[config.mk]
export PLATFORM = sky130hd
export DESIGN_NAME = dac_xfer_ctrl
export DESIGN_NICKNAME = d
export VERILOG_FILES = /design/src/rtl/dac_xfer_pkg.sv /design/src/rtl/dac_trig_sel.sv /design/src/rtl/dac_xfer_seq.sv /design/src/rtl/dac_dma_track.sv /design/src/rtl/dac_xfer_ctrl.sv
export SDC_FILE = /design/constraint.sdc
export NUM_CORES = 1
export LEC_CHECK = 0
export ABC_AREA = 1
export CORE_MARGIN = 3
export CORE_UTILIZATION = 35
export CTS_CLUSTER_DIAMETER = 80
export DETAILED_ROUTE_END_ITERATION = 10
export DONT_BUFFER_PORTS = 1
export GPL_ROUTABILITY_DRIVEN = 1
export SYNTH_ARGS = -nofsm -noshare
export SYNTH_HDL_FRONTEND = slang
export SYNTH_SLANG_ARGS = --single-unit
[constraint.sdc]
create_clock -name clk -period 2 [get_ports clk]
set_input_delay 0.4 -clock clk [delete_from_list [all_inputs] [get_ports clk]]
set_output_delay 0.4 -clock clk [all_outputs]
set_load 0.01 [all_outputs]
[src/rtl/dac_xfer_pkg.sv]
// Package: shared widths, register addresses and control layout for the
// triggered DAC transfer controller. Assumes a 3-bit trigger select code.
package dac_xfer_pkg;
    localparam int SAMPLE_W = 12;
    localparam int SEL_W    = 3;
    localparam int N_SRC    = 2 ** SEL_W;
    localparam int N_HW     = N_SRC - 1;
    localparam int HW_LAT   = 3;
    localparam int ADDR_W   = 2;

    localparam logic [SEL_W-1:0] SEL_SOFT = SEL_W'(N_SRC - 1);

    typedef enum logic [ADDR_W-1:0] {
        A_CTRL  = 2'd0,
        A_HOLD  = 2'd1,
        A_CLEAR = 2'd2,
        A_SWTRG = 2'd3
    } reg_addr_e;

    typedef struct packed {
        logic             irq_en;
        logic             dma_on;
        logic [SEL_W-1:0] src_sel;
        logic             trig_on;
    } ctrl_t;

    localparam int CTRL_W = $bits(ctrl_t);
endpackage

[src/rtl/dac_trig_sel.sv]
// Trigger source selector: detects rising edges on every hardware trigger
// line and passes on the one picked by the select code. Assumes the inputs
// are already synchronous to clk. The top code (software) never fires here.
module dac_trig_sel #(
    parameter int SEL_W = 3,
    localparam int N_SRC = 2 ** SEL_W,
    localparam int N_HW  = N_SRC - 1
) (
    input  logic             clk,
    input  logic             rst_n,
    input  logic [N_HW-1:0]  hw_in,
    input  logic [SEL_W-1:0] sel,
    input  logic             enable,
    input  logic             busy,
    output logic             fire
);
    logic [N_HW-1:0]  prev_q;
    logic [N_SRC-1:0] rise_v;

    // Remember last sampled level of every line for edge detection.
    always_ff @(posedge clk) begin
        if (!rst_n) prev_q <= '0;
        else        prev_q <= hw_in;
    end

    // One rising-edge detector per line; the software slot reads as zero.
    for (genvar g = 0; g < N_SRC; g++) begin : g_rise
        if (g < N_HW) begin : g_line
            assign rise_v[g] = hw_in[g] & ~prev_q[g];
        end else begin : g_soft
            assign rise_v[g] = 1'b0;
        end
    end

    // Accept the selected edge only when enabled and no transfer is running.
    always_comb fire = enable & ~busy & rise_v[sel];
endmodule

[src/rtl/dac_xfer_seq.sv]
// Transfer sequencer: copies the holding value into the output register.
// A hardware trigger walks a LAT-stage shift chain and copies on its last
// stage; direct and software requests copy at the next edge. Assumes LAT >= 2.
module dac_xfer_seq #(
    parameter int DW  = 12,
    parameter int LAT = 3
) (
    input  logic          clk,
    input  logic          rst_n,
    input  logic [DW-1:0] hold,
    input  logic          direct_go,
    input  logic          sw_go,
    input  logic          hw_fire,
    output logic [DW-1:0] dout,
    output logic          busy
);
    logic [LAT-1:0] stage_q;

    // Track a hardware-launched transfer through its latency window.
    always_ff @(posedge clk) begin
        if (!rst_n) stage_q <= '0;
        else        stage_q <= {stage_q[LAT-2:0], hw_fire};
    end

    // Load the output register when any transfer reaches completion.
    always_ff @(posedge clk) begin
        if (!rst_n)                                  dout <= '0;
        else if (stage_q[LAT-1] || sw_go || direct_go) dout <= hold;
    end

    always_comb busy = |stage_q;
endmodule

[src/rtl/dac_dma_track.sv]
// DMA request and underrun tracker: pulses a request per accepted hardware
// trigger, keeps it outstanding until the holding register is written, and
// sets a sticky underrun on a trigger that finds a request still open.
module dac_dma_track (
    input  logic clk,
    input  logic rst_n,
    input  logic dma_on,
    input  logic hw_fire,
    input  logic hold_wr,
    input  logic flag_clr,
    output logic dma_req,
    output logic underrun
);
    logic open_q;
    logic miss;

    // A trigger misses when a request is open and not serviced this clock.
    always_comb miss = dma_on & hw_fire & open_q & ~hold_wr;

    // Outstanding request: set by a trigger, cleared by a holding write.
    always_ff @(posedge clk) begin
        if (!rst_n || !dma_on) open_q <= 1'b0;
        else if (hw_fire)      open_q <= 1'b1;
        else if (hold_wr)      open_q <= 1'b0;
    end

    // One-cycle request pulse per accepted trigger in DMA mode.
    always_ff @(posedge clk) begin
        if (!rst_n) dma_req <= 1'b0;
        else        dma_req <= dma_on & hw_fire;
    end

    // Sticky underrun flag; a new miss wins over a clear.
    always_ff @(posedge clk) begin
        if (!rst_n)        underrun <= 1'b0;
        else if (miss)     underrun <= 1'b1;
        else if (flag_clr) underrun <= 1'b0;
    end
endmodule

[src/rtl/dac_xfer_ctrl.sv]
// Top: triggered DAC sample transfer controller. Holds the control and
// holding registers, the self-clearing software trigger, and ties together
// the trigger selector, transfer sequencer and DMA tracker. Assumes one
// register write per clock and synchronous trigger inputs.
module dac_xfer_ctrl
    import dac_xfer_pkg::*;
(
    input  logic                clk,
    input  logic                rst_n,
    input  logic                reg_wr,
    input  logic [ADDR_W-1:0]   reg_addr,
    input  logic [SAMPLE_W-1:0] reg_wdata,
    input  logic [N_HW-1:0]     hw_trig_in,
    output logic [SAMPLE_W-1:0] dac_data,
    output logic                dma_req,
    output logic                underrun,
    output logic                underrun_irq,
    output logic                sw_trig_pending
);
    ctrl_t               ctrl_q;
    logic [SAMPLE_W-1:0] hold_q;
    logic                direct_q;
    logic                sw_done_q;
    logic                hold_wr;
    logic                ctrl_wr;
    logic                clr_wr;
    logic                sw_wr;
    logic                sw_go;
    logic                hw_fire;
    logic                xfer_busy;

    // Decode the register write strobes.
    always_comb begin
        hold_wr = reg_wr && (reg_addr == A_HOLD);
        ctrl_wr = reg_wr && (reg_addr == A_CTRL);
        clr_wr  = reg_wr && (reg_addr == A_CLEAR) && reg_wdata[0];
        sw_wr   = reg_wr && (reg_addr == A_SWTRG) && reg_wdata[0]
                  && ctrl_q.trig_on && (ctrl_q.src_sel == SEL_SOFT);
        sw_go   = sw_trig_pending && !sw_done_q;
    end

    // Control register.
    always_ff @(posedge clk) begin
        if (!rst_n)       ctrl_q <= '0;
        else if (ctrl_wr) ctrl_q <= ctrl_t'(reg_wdata[CTRL_W-1:0]);
    end

    // Holding register and the untriggered copy request.
    always_ff @(posedge clk) begin
        if (!rst_n) begin
            hold_q   <= '0;
            direct_q <= 1'b0;
        end else begin
            if (hold_wr) hold_q <= reg_wdata;
            direct_q <= hold_wr && !ctrl_q.trig_on;
        end
    end

    // Software trigger: set by write, copy next clock, clear one clock later.
    always_ff @(posedge clk) begin
        if (!rst_n) begin
            sw_trig_pending <= 1'b0;
            sw_done_q       <= 1'b0;
        end else if (sw_done_q) begin
            sw_trig_pending <= 1'b0;
            sw_done_q       <= 1'b0;
        end else if (sw_go) begin
            sw_done_q       <= 1'b1;
        end else if (sw_wr) begin
            sw_trig_pending <= 1'b1;
        end
    end

    dac_trig_sel #(.SEL_W(SEL_W)) u_sel (
        .clk    (clk),
        .rst_n  (rst_n),
        .hw_in  (hw_trig_in),
        .sel    (ctrl_q.src_sel),
        .enable (ctrl_q.trig_on),
        .busy   (xfer_busy),
        .fire   (hw_fire)
    );

    dac_xfer_seq #(.DW(SAMPLE_W), .LAT(HW_LAT)) u_seq (
        .clk       (clk),
        .rst_n     (rst_n),
        .hold      (hold_q),
        .direct_go (direct_q),
        .sw_go     (sw_go),
        .hw_fire   (hw_fire),
        .dout      (dac_data),
        .busy      (xfer_busy)
    );

    dac_dma_track u_dma (
        .clk      (clk),
        .rst_n    (rst_n),
        .dma_on   (ctrl_q.dma_on),
        .hw_fire  (hw_fire),
        .hold_wr  (hold_wr),
        .flag_clr (clr_wr),
        .dma_req  (dma_req),
        .underrun (underrun)
    );

    // Interrupt gated by its enable.
    always_comb underrun_irq = underrun && ctrl_q.irq_en;
endmodule

# Word-level counts from Yosys, hierarchy flattened
# Index checks and enable logic that the tools add are counted.
# word_totals
out_inout_bits,16
input_bits,24
reg_bits,46
# classes
magnitude_cmp,1
n_eq_ne,4
n_reduce_logical,24
n_bitwise,23
muxes,7
# ops
operator,n
bitwise AND 1 bit,12
logical AND 1 bit,11
inverter 1 bit,11
2-to-1 mux 1 bit,6
"== test 2 bit, second input constant",2
zero test 1 bit,4
"< comparator 3 x 4 -> 1 bit, second input constant",1
nonzero test 2 bit,2
binary-select mux 1 bit (select 3 bit),1
"== test 3 bit, second input constant",1
logical OR 1 bit,3
OR reduction 3 bit,1
"== test 2 x 1 -> 1 bit, second input constant",1
zero test 2 bit,1
AND reduction 2 bit,1
OR reduction 2 bit,1

# Depth between registers and ports, before layout
# Gate-level depths: netlist of run 1.
# logic_depth
word_depth,9
mapped_depth,8

# By module
# Synthesis of run 1 repeated with hierarchy kept, for this count alone.
# unflattened
cells_unflattened,292
hier_area_um2,1990.7
# by_module_without_submodules
mod,n_inst,seq_area_each_um2,area_each_um2,cells_each
dac_xfer_ctrl,1,420.4,923.4,141
dac_xfer_seq,1,300.3,644.4,90
dac_trig_sel,1,140.1,321.6,50
dac_dma_track,1,60.1,101.3,11

# Least setup slack after synthesis of run 1
# OpenSTA, ideal clock, no wires.
# synth_path
path_type,register to register
from,register sw_trig_pending
to,register u_seq.dout[10]
t_arrival_ns,0.953
slack_ns,0.931
path_stages_with_launch,9
t_required_ns,1.884
path_cell_list,dfxtp_1 -> inv_1 -> nor2_1 -> inv_1 -> nand2_1 -> inv_1 -> buf_4 -> nor2_1 -> nor2_1
# synth_between
elab_chain_cells,3
# synth_lines
item,line,rtl
start: declaration,dac_xfer_ctrl.sv:18,output logic sw_trig_pending
start signal: assignment,dac_xfer_ctrl.sv:62,sw_trig_pending <= 1'b0;
start signal: assignment,dac_xfer_ctrl.sv:65,sw_trig_pending <= 1'b0;
start signal: assignment,dac_xfer_ctrl.sv:70,sw_trig_pending <= 1'b1;
logical AND 1 bit,dac_xfer_ctrl.sv:39,sw_go = sw_trig_pending && !sw_done_q;
logical OR 1 bit (2 in a row),dac_xfer_seq.sv:28,else if (stage_q[LAT-1] || sw_go || direct_go) dout <= hold;
end signal: assignment,dac_xfer_seq.sv:28,
end: declaration,dac_xfer_seq.sv:14,"output logic [DW-1:0] dout,"
# No other way between the ends.
# A chain may end at the register's enable or synchronous reset.

# Worst setup path in the final report of run 1
# layout_path
from,register sw_trig_pending
to,register u_seq.dout[1]
# The elaborated chain is that of the path after synthesis.

==> results.sh, run 1 <==
export IMPL_ys_warn_count=0
export IMPL_gp_congestion=0.696
export IMPL_p_sw_share_pct=20.9
export IMPL_yosys_mux_area_fraction_pct=0
export IMPL_cts_tree="yes"
export IMPL_syn_nets=246
export IMPL_synth_compound_area_share_pct=11.4
export IMPL_hold_path_class="in -> reg"
export IMPL_post_cts_resized=0
export IMPL_p_int_uw=1490
export IMPL_worstPathMaxFanout=13
export IMPL_hold_viol_final=0
export IMPL_grt_max_degree=42
export IMPL_start_util_pct=37.6
export IMPL_cp_num_buf_inv=4
export IMPL_rsz0062_at_grt="no"
export IMPL_slowest_delay_ns=0.38
export IMPL_yosys_area_share_simple_pct=25.9
export IMPL_setup_worst_path_end_class="flip-flop"
export IMPL_synth_top_family_by_area="simple AND/OR/NAND/NOR gates"
export IMPL_synth_area_um2=1700
export IMPL_layout_min_cycle_time_ns=1.33
export IMPL_vias=1315
export IMPL_power_switching_uw=392
export IMPL_cpLargestDelayFamily="buffers and inverters"
export IMPL_htreeDepth=2
export IMPL_finalSetupTns_ns=0
export IMPL_syn_avg_cell_area_um2=7.67
export IMPL_p_comb_share_pct=4.6
export IMPL_hpwl_um=2450
export IMPL_outcome="completed"
export IMPL_layout_drive_gt1_share_pct=8.97
export IMPL_ant_nets=0
export IMPL_ys_ff_latch=46
export IMPL_drcViolationCount=0
export IMPL_fp_dieW_um=75.8
export IMPL_cp_required_ns=2.19
export IMPL_place_inst=280
export IMPL_fmax_mhz=749
export IMPL_arrival_ns=1.53
export IMPL_path_cells="inv_1, nor2_1, inv_1, nand2_1, buf_4, inv_1, nor2_1, nor2_1"
export IMPL_die_area_um2=5740
export IMPL_fin_ws_ns=0.665
export IMPL_dr_pass1_iters=4
export IMPL_crit_slowest_cell="dfxtp_1"
export IMPL_worst_pin_slew_ns=0.369
export IMPL_dp_slack_ns=0.656
export IMPL_die_height_um=75.8
export IMPL_drv_slew=0
export IMPL_num_rows=24
export IMPL_clkSlewWorstSetupHoldPaths_ns=0.08
export IMPL_relSlewSlack_pct=75.4
export IMPL_antenna_found_initial=0
export IMPL_antennaDiodeCount=0
export IMPL_grt_pass1_wl_um=5780
export IMPL_wirelength_um=3490
export IMPL_period_share_pct=66.7
export IMPL_finClkSkew_ns=0.00653
export IMPL_p_seq_share_pct=52.0
export IMPL_fin_cells=288
export IMPL_io_pins=40
export IMPL_clockBufferDepth=2
export IMPL_insertion_delay_ns=0.30
export IMPL_avgViaCountPerCell=4.57
export IMPL_wl_per_cell_um=12.1
export IMPL_area_delta_synth_final_pct=10.2
export IMPL_grt_util_all_layers_pct=13.5
export IMPL_synth_fa_ha_area_share_pct=0
export IMPL_grt_ovfl_total=0
export IMPL_holdBufCountCts=0
export IMPL_num_nets_final=246
export IMPL_portBuffers=0
export IMPL_setup_violations_final=0
export IMPL_p_per_area_nw_per_um2=1000
export IMPL_clkSinkCount=46
export IMPL_critPathKind="reg -> reg"
export IMPL_grt_pass1_vias=1301
export IMPL_synth_xor_area_share_pct=0
export IMPL_p_leak_uw=0.000896
export IMPL_ir_drop_mv=0.340
export IMPL_cts_buffers=5
export IMPL_core_area_um2=4530
export IMPL_synth_seq_area_share_pct=54.1
export IMPL_synth_cells=222
export IMPL_critPathLaunchType="flip-flop"
export IMPL_cts_root_buffer="clkbuf_8"
export IMPL_drv_cap=0
export IMPL_cts_setup_buffers=0
export IMPL_drtIter0Drc=71
export IMPL_ys_types=22
export IMPL_clock_power_share_pct=43.5
==> layout by cell type, fill, tap and decap left out, drive strengths merged <==
cell type / count
nor2: 64
dfxtp: 46
o21ai: 29
nand2: 28
inv: 25
nand3: 8
a21oi: 6
clkbuf: 5
nor3: 3
nand3b: 2
bufinv: 2
o211ai: 1
a211oi: 1
or2: 1
clkinv: 1
buf: 1
==> registers in the layout, indices dropped and copies added (netlist names) <==
name,cells
direct_q,1
u_seq.dout,12
u_seq.stage_q,3
u_dma.underrun,1
u_dma.open_q,1
sw_trig_pending,1
sw_done_q,1
hold_q,12
u_dma.dma_req,1
u_sel.prev_q,7
ctrl_q,6
==> power groups by stage <==
stage	clock, uW	sequential (uW)	combinational [uW]
floorplan	0	993	83.4
global placement	0	999	84.5
detailed placement	0	998	87.1
CTS	833	977	87.8
global route	869	981	103
finish	816	976	86.0
==> cell families (layout without fill, tap and decap cells) <==
group           after synthesis  in the layout
compound gates               37             37
buf+inv                      33             34
flops                        46             46
simple gates                106            106
==> cell usage after synthesis, drive strengths merged <==
cell type	number	share of area, %
clkbuf	2	0.44
a21oi	6	2.0
nand2	28	6.5
nand3	8	2.4
o21ai	29	8.5
o211ai	1	0.44
nand3b	2	0.88
nor3	3	1.2
nor2	64	15
buf	6	2.6
inv	25	5.5
a211oi	1	0.44
dfxtp	46	54
or2	1	0.37
==> through the flow <==
stage,hold slack (ns),util (%),cell area (um^2),total power [uW]
finish,0.193,41.4,1880,1880
floorplan,0.407,-,1700,1080
detailed placement,0.421,38.4,1740,1090
global route,0.179,41.4,1880,1950
CTS,0.183,41.4,1880,1900
global placement,0.415,38.4,1740,1080
==> per-layer routing <==
layer / wire length [um] / vias to the layer above / track usage, %
met2: 1560 / 30 / 20.7
met4: 55 / 0 / 4.66
met1: 1500 / 586 / 15.3
met5: 0 / - / 0
li1: - / 693 / -
met3: 376 / 6 / 8.31
==> worst paths after layout <==
check / end / cells past startpoint / slack, ns / start
max reg2reg: u_seq.dout[1] / 8 / 0.67 / sw_trig_pending
min: u_sel.prev_q[3] / 2 / 0.19 / hw_trig_in[3]
max: u_seq.dout[1] / 8 / 0.67 / sw_trig_pending
min reg2reg: u_seq.stage_q[2] / 2 / 0.43 / u_seq.stage_q[1]
==> layout make-up <==
class / instances / area, um^2
inverter: 25 / 93.8
fill: 494 / 2660
multi-input combinational: 143 / 636
clock buffer: 5 / 68.8
sequential: 46 / 921
timing repair buffer: 1 / 7.51
tap: 65 / 81.3
clock inverter: 3 / 68.8
No activity file was read; power rests on OpenSTA's default activity.
==> run 2, diff against run 1 <==
Clock period 2 ns to 1.1 ns, I/O delays scaled along.
==> run 2 against run 1 <==
  * The flow now finishes with violations (setup timing)
  * Setup slack worse by 0.67 ns
  * Register-to-register slack worse by 0.67 ns
  * Sequential power up 82%
  * Fmax up 21%
  * Combinational power up 100%
  * Design area up 2.1%
  * Via count down 0.23%
  * Critical path depth down 1
  * Critical endpoint is now u_seq.dout[5]
  * Largest cell class unchanged
  * Largest power group unchanged
  * Highest routed layer unchanged
==> results.sh, run 2 (synthesized netlist as in run 1, its figures left out) <==
export IMPL_outcome="complete, but fails checks"
export IMPL_violations="setup timing"
export IMPL_p_per_area_nw_per_um2=1570
export IMPL_n_fill_cell=477
export IMPL_antennaDiodeCount=0
export IMPL_num_rows=24
export IMPL_layout_drive_gt1_share_pct=18.6
export IMPL_drv_slew=0
export IMPL_cts_root_buffer="clkbuf_8"
export IMPL_cts_setup_buffers=0
export IMPL_worstPathMaxFanout=6
export IMPL_final_common_cell="nor2_1"
export IMPL_hold_path_class="in -> reg"
export IMPL_place_inst=282
export IMPL_dp_slack_ns=0.0104
export IMPL_hpwl_um=2510
export IMPL_portBuffers=0
export IMPL_wirelength_um=3740
export IMPL_area_delta_synth_final_pct=12.6
export IMPL_layout_min_cycle_time_ns=1.11
export IMPL_r2r_setup_slack_ns=-0.007
export IMPL_hold_path_end="u_sel.prev_q[1]"
export IMPL_rsz0062_at_grt="yes"
export IMPL_ir_drop_mv=0.488
export IMPL_period_share_pct=101
export IMPL_cts_buffers=5
export IMPL_wl_met1_um=1600
export IMPL_clkSinkCount=46
export IMPL_fin_cells=291
export IMPL_worst_pin_slew_ns=0.237
export IMPL_grt_ovfl_total=0
export IMPL_fin_ws_ns=-0.00725
export IMPL_die_height_um=75.8
export IMPL_io_pins=40
export IMPL_hold_viol_final=0
export IMPL_arrival_ns=1.31
export IMPL_drv_cap=0
export IMPL_grt_pass1_wl_um=6020
export IMPL_holdPathStages=2
export IMPL_clockBufferDepth=2
export IMPL_utilization_pct=42.3
export IMPL_wl_per_cell_um=12.8
export IMPL_critPathLaunchType="flip-flop"
export IMPL_cts_tree="yes"
export IMPL_fmax_mhz=903
export IMPL_p_int_uw=2300
export IMPL_avgViaCountPerCell=4.51
export IMPL_htreeDepth=2
export IMPL_p_seq_share_pct=59.0
export IMPL_grt_util_all_layers_pct=14.3
export IMPL_hold_ws_ns=0.0102
export IMPL_setup_violations_final=2
export IMPL_r2r_start="sw_trig_pending"
export IMPL_insertion_delay_ns=0.30
export IMPL_relSlewSlack_pct=84.0
export IMPL_p_leak_uw=0.000878
export IMPL_dr_wl_met3_um=360
export IMPL_p_sw_share_pct=23.6
export IMPL_reg2reg_depth=7
export IMPL_largest_registers="hold_q: 12 flops, u_seq.dout: 12 flops, u_sel.prev_q: 7 flops"
export IMPL_holdCritStartpoint="hw_trig_in[1]"
export IMPL_layout_common_cells="nor2_1 (52), dfxtp_1 (43), nand2_1 (24)"
export IMPL_fp_dieW_um=75.8
export IMPL_crit_path_start="sw_trig_pending"
export IMPL_power_uw=3010
export IMPL_setup_worst_path_end_class="flip-flop"
export IMPL_antenna_found_initial=0
export IMPL_power_switching_uw=710
export IMPL_vias=1312
export IMPL_holdBufCountCts=0
export IMPL_r2r_end="u_seq.dout[5]"
export IMPL_met2_length_um=1710
export IMPL_p_comb_share_pct=5.7
export IMPL_clock_power_share_pct=35.2
export IMPL_finClkSkew_ns=0.00423
export IMPL_die_area_um2=5740
export IMPL_ant_nets=0
export IMPL_dr_pass1_iters=4
export IMPL_core_area_um2=4530
export IMPL_critPathKind="reg -> reg"
export IMPL_grt_pass1_vias=1231
export IMPL_grt_max_degree=42
export IMPL_drcViolationCount=0
export IMPL_highest_layer="met4"
export IMPL_gp_congestion=0.801
export IMPL_clkSlewWorstSetupHoldPaths_ns=0.08
export IMPL_drtIter0Drc=82
export IMPL_num_nets_final=249
export IMPL_start_util_pct=37.6
export IMPL_cp_required_ns=1.30
-- run 2: cell count changes in the layout (fill, tap and decap cells not counted), moves of 3 or more --
cell | previous run | this run
nor2_2 | 1 | 10
o21ai_0 | 29 | 22
inv_1 | 21 | 18
o21ai_1 | 0 | 7
dfxtp_1 | 46 | 43
clkinvlp_4 | 0 | 3
nor2_1 | 62 | 52
-- run 2: critical path, cell delays in order, from the launching register on --
cell and delay, ns:
dfxtp_2 0.34, inv_2 0.05, nor2_4 0.09, inv_2 0.05, nand2_4 0.09, clkinvlp_4 0.19, nor2_1 0.15, nor2_1 0.05
-- run 2: through the flow --
step                TNS (ns)  instance area [um^2]
finish               -0.0142                  1920
CTS                  -0.0202                  1870
global placement           0                  1750
floorplan                  0                  1700
detailed placement         0                  1750
global route          -0.873                  1920
-- run 2: layout make-up --
| class | count | area [um^2] | area share (%) |
|---|---|---|---|
| Clock buffer | 6 | 82.6 | 4.31 |
| Tap cell | 65 | 81.3 | 4.24 |
| Timing Repair inverter | 1 | 7.51 | 0.392 |
| Multi-Input combinational cell | 143 | 681 | 35.5 |
| Sequential cell | 46 | 930 | 48.5 |
| Timing Repair Buffer | 3 | 22.5 | 1.17 |
| Clock inverter | 2 | 12.5 | 0.653 |
| Inverter | 25 | 100 | 5.22 |
-- run 2: timing repair --
action                                 4_1_cts  5_1_grt
endpoints found under the hold margin        0        0
gates cloned                                 1        0
setup endpoints to repair                    7       17
resized for setup                            8       24
pin swaps                                    0        8
-- run 2: how the worst max path moves through the flow --
stage / to / slack [ns] / depth (start not counted)
4_1_cts: u_seq.dout[1] / -0.006 / 7
5_1_grt: u_seq.dout[4] / -0.10 / 7
3_3_place_gp: u_seq.dout[0] / 0.03 / 7
6_report: u_seq.dout[5] / -0.007 / 7
2_1_floorplan: u_seq.dout[10] / 0.03 / 8
3_5_place_dp: u_seq.dout[11] / 0.01 / 7
-- run 2: metal layers --
layer  GRT usage [%]  up-vias
met5               0        -
met4            6.41        0
met3            7.39        4
met2            20.9       31
met1            17.3      585
li1                -      692
-- run 2: power groups by stage --
stage	Combinational, uW	Clock (uW)	Sequential, uW
floorplan	152	0	1800
global placement	156	0	1820
detailed placement	159	0	1820
CTS	167	1100	1780
global route	203	1150	1790
finish	173	1060	1780
==> run 3, diff against run 2 <==
Settings changed: HOLD_SLACK_MARGIN set to 0.15, PLACE_DENSITY set to 0.62.
==> run 3 against run 2 <==
  * The flow now finishes without violations
  * Sequential cell count did not move
  * Register-to-register slack about the same
  * Non-clock buffer count rose by 21
  * Clock skew rose by 0.00056 ns
  * Design area up 11%
  * Global-route usage decreased by 0.56 points
  * Via count grew 4.9%
  * Critical path depth is the same
  * Combinational power is 35% higher
  * Clock power about the same
  * Critical endpoint is now u_seq.dout[0]
  * Largest cell class unchanged
==> results.sh, run 3 (synthesized netlist as in run 1, its figures left out) <==
export IMPL_clkSlewWorstSetupHoldPaths_ns=0.08
export IMPL_hold_ws_ns=0.0397
export IMPL_gp_congestion=0.812
export IMPL_p_per_area_nw_per_um2=1440
export IMPL_path_cells="inv_2, nor2_2, inv_2, nand2_4, clkinvlp_4, nor2_1, nor2_1"
export IMPL_regArea_um2=930
export IMPL_area_delta_synth_final_pct=24.5
export IMPL_endpoint="u_seq.dout[0]"
export IMPL_insertion_delay_ns=0.29
export IMPL_drcViolationCount=0
export IMPL_reg2reg_depth=7
export IMPL_grt_max_degree=42
export IMPL_layout_drive_gt1_share_pct=16.1
export IMPL_design_area_um2=2120
export IMPL_core_area_um2=4530
export IMPL_vias=1376
export IMPL_cts_tree="yes"
export IMPL_cp_num_buf_inv=3
export IMPL_drv_cap=0
export IMPL_finClkSkew_ns=0.00479
export IMPL_dr_pass1_iters=4
export IMPL_cts_buffers=5
export IMPL_num_nets_final=271
export IMPL_worstPathMaxFanout=6
export IMPL_wirelength_um=3790
export IMPL_multi_input_area_um2=674
export IMPL_power_uw=3060
export IMPL_final_common_cell="nor2_1"
export IMPL_layout_min_cycle_time_ns=1.09
export IMPL_layout_common_cells="nor2_1 (54), dfxtp_1 (43), nand2_1 (25)"
export IMPL_portBuffers=0
export IMPL_cp_depth=7
export IMPL_rsz0062_at_grt="yes"
export IMPL_cpLargestDelayFamily="simple AND/OR/NAND/NOR gates"
export IMPL_setup_worst_path_end_class="flip-flop"
export IMPL_r2r_setup_slack_ns=0.007
export IMPL_grt_ovfl_total=0
export IMPL_relSlewSlack_pct=84.2
export IMPL_htreeDepth=2
export IMPL_r2r_start="sw_trig_pending"
export IMPL_drv_slew=0
export IMPL_grt_pass1_wl_um=5960
export IMPL_start_util_pct=37.6
export IMPL_worst_pin_slew_ns=0.237
export IMPL_grt_pass1_vias=1304
export IMPL_critPathKind="reg -> reg"
export IMPL_die_height_um=75.8
export IMPL_crit_path_start="sw_trig_pending"
export IMPL_die_area_um2=5740
export IMPL_detailed_place_area_um2=1750
export IMPL_fp_dieW_um=75.8
export IMPL_hold_path_class="in -> reg"
export IMPL_hold_viol_final=0
export IMPL_fmax_mhz=915
export IMPL_clockBufferDepth=2
export IMPL_ir_drop_mv=0.569
export IMPL_antennaDiodeCount=0
export IMPL_outcome="completed"
export IMPL_crit_slowest_cell="dfxtp_2"
export IMPL_avgViaCountPerCell=4.40
export IMPL_ant_nets=0
export IMPL_antenna_found_initial=0
export IMPL_n_fill_cell=441
export IMPL_setup_violations_final=0
export IMPL_wl_per_cell_um=12.1
export IMPL_period_share_pct=99.4
export IMPL_cts_setup_buffers=0
export IMPL_slowest_delay_ns=0.34
export IMPL_r2r_end="u_seq.dout[0]"
export IMPL_p_leak_uw=0.000966
export IMPL_holdCritStartpoint="rst_n"
export IMPL_num_rows=24
export IMPL_cts_root_buffer="clkbuf_8"
export IMPL_hpwl_um=2460
export IMPL_critPathLaunchType="flip-flop"
export IMPL_arrival_ns=1.29
export IMPL_largest_registers="hold_q: 12 flops, u_seq.dout: 12 flops, u_sel.prev_q: 7 flops"
export IMPL_grt_util_all_layers_pct=13.7
export IMPL_io_pins=40
export IMPL_clkSinkCount=46
export IMPL_cp_required_ns=1.29
export IMPL_drtIter0Drc=108
run 3: worst min-delay path by stage:
stage / slack [ns] / cells past startpoint / end
floorplan: 0.31 / 2 / u_sel.prev_q[0]
global placement: 0.31 / 2 / u_sel.prev_q[5]
detailed placement: 0.32 / 2 / u_sel.prev_q[1]
CTS: 0.02 / 2 / u_sel.prev_q[4]
global route: 0.02 / 2 / u_sel.prev_q[6]
finish: 0.04 / 2 / u_sel.prev_q[6]
run 3: metal layers:
metal	GRT usage (%)	share of wire, %	vias to the layer above
li1	-	-	740
met1	16.2	44	606
met2	21.6	49	23
met3	5.94	5.3	7
met4	5.83	1.7	0
met5	0	0	-
run 3: layout make-up:
class,instances,share of cell area (%)
flip-flops and latches,46,43.8
multi-input cells,144,31.8
repair buffers,24,11.0
inverters,25,4.72
clock buffers,6,3.89
well taps,65,3.83
clock inverters,2,0.590
repair inverters,1,0.354
run 3: worst register-to-register path: stages, from the launching register on:
cell,delay [ns]
dfxtp_2,0.34
inv_2,0.04
nor2_2,0.10
inv_2,0.06
nand2_4,0.09
clkinvlp_4,0.18
nor2_1,0.14
nor2_1,0.06
run 3: through the flow:
step | cells | utilization (%) | setup WS (ns) | setup TNS, ns
2_1_floorplan | 222 | - | 0.0311 | 0
6_report | 313 | 46.8 | 0.00657 | 0
4_1_cts | 309 | 45.1 | -0.00769 | -0.0230
3_3_place_gp | 282 | 38.7 | 0.0172 | 0
5_1_grt | 313 | 46.8 | -0.0962 | -0.661
3_5_place_dp | 282 | 38.7 | 0.00443 | 0
run 3: power breakdown:
group | total (uW) | internal (uW) | switching [uW]
logic | 233 | 116 | 117
registers | 1770 | 1730 | 45.3
clock network | 1050 | 505 | 544
total | 3060 | 2350 | 706
run 3: repair_timing:
| action | CTS | global route |
|---|---|---|
| gates resized for setup | 2 | 26 |
| cloned | 0 | 2 |
| hold endpoints to repair | 43 | 33 |
| endpoints found under the setup margin | 7 | 24 |
| hold buffers | 19 | 3 |
| pin swaps | 0 | 7 |
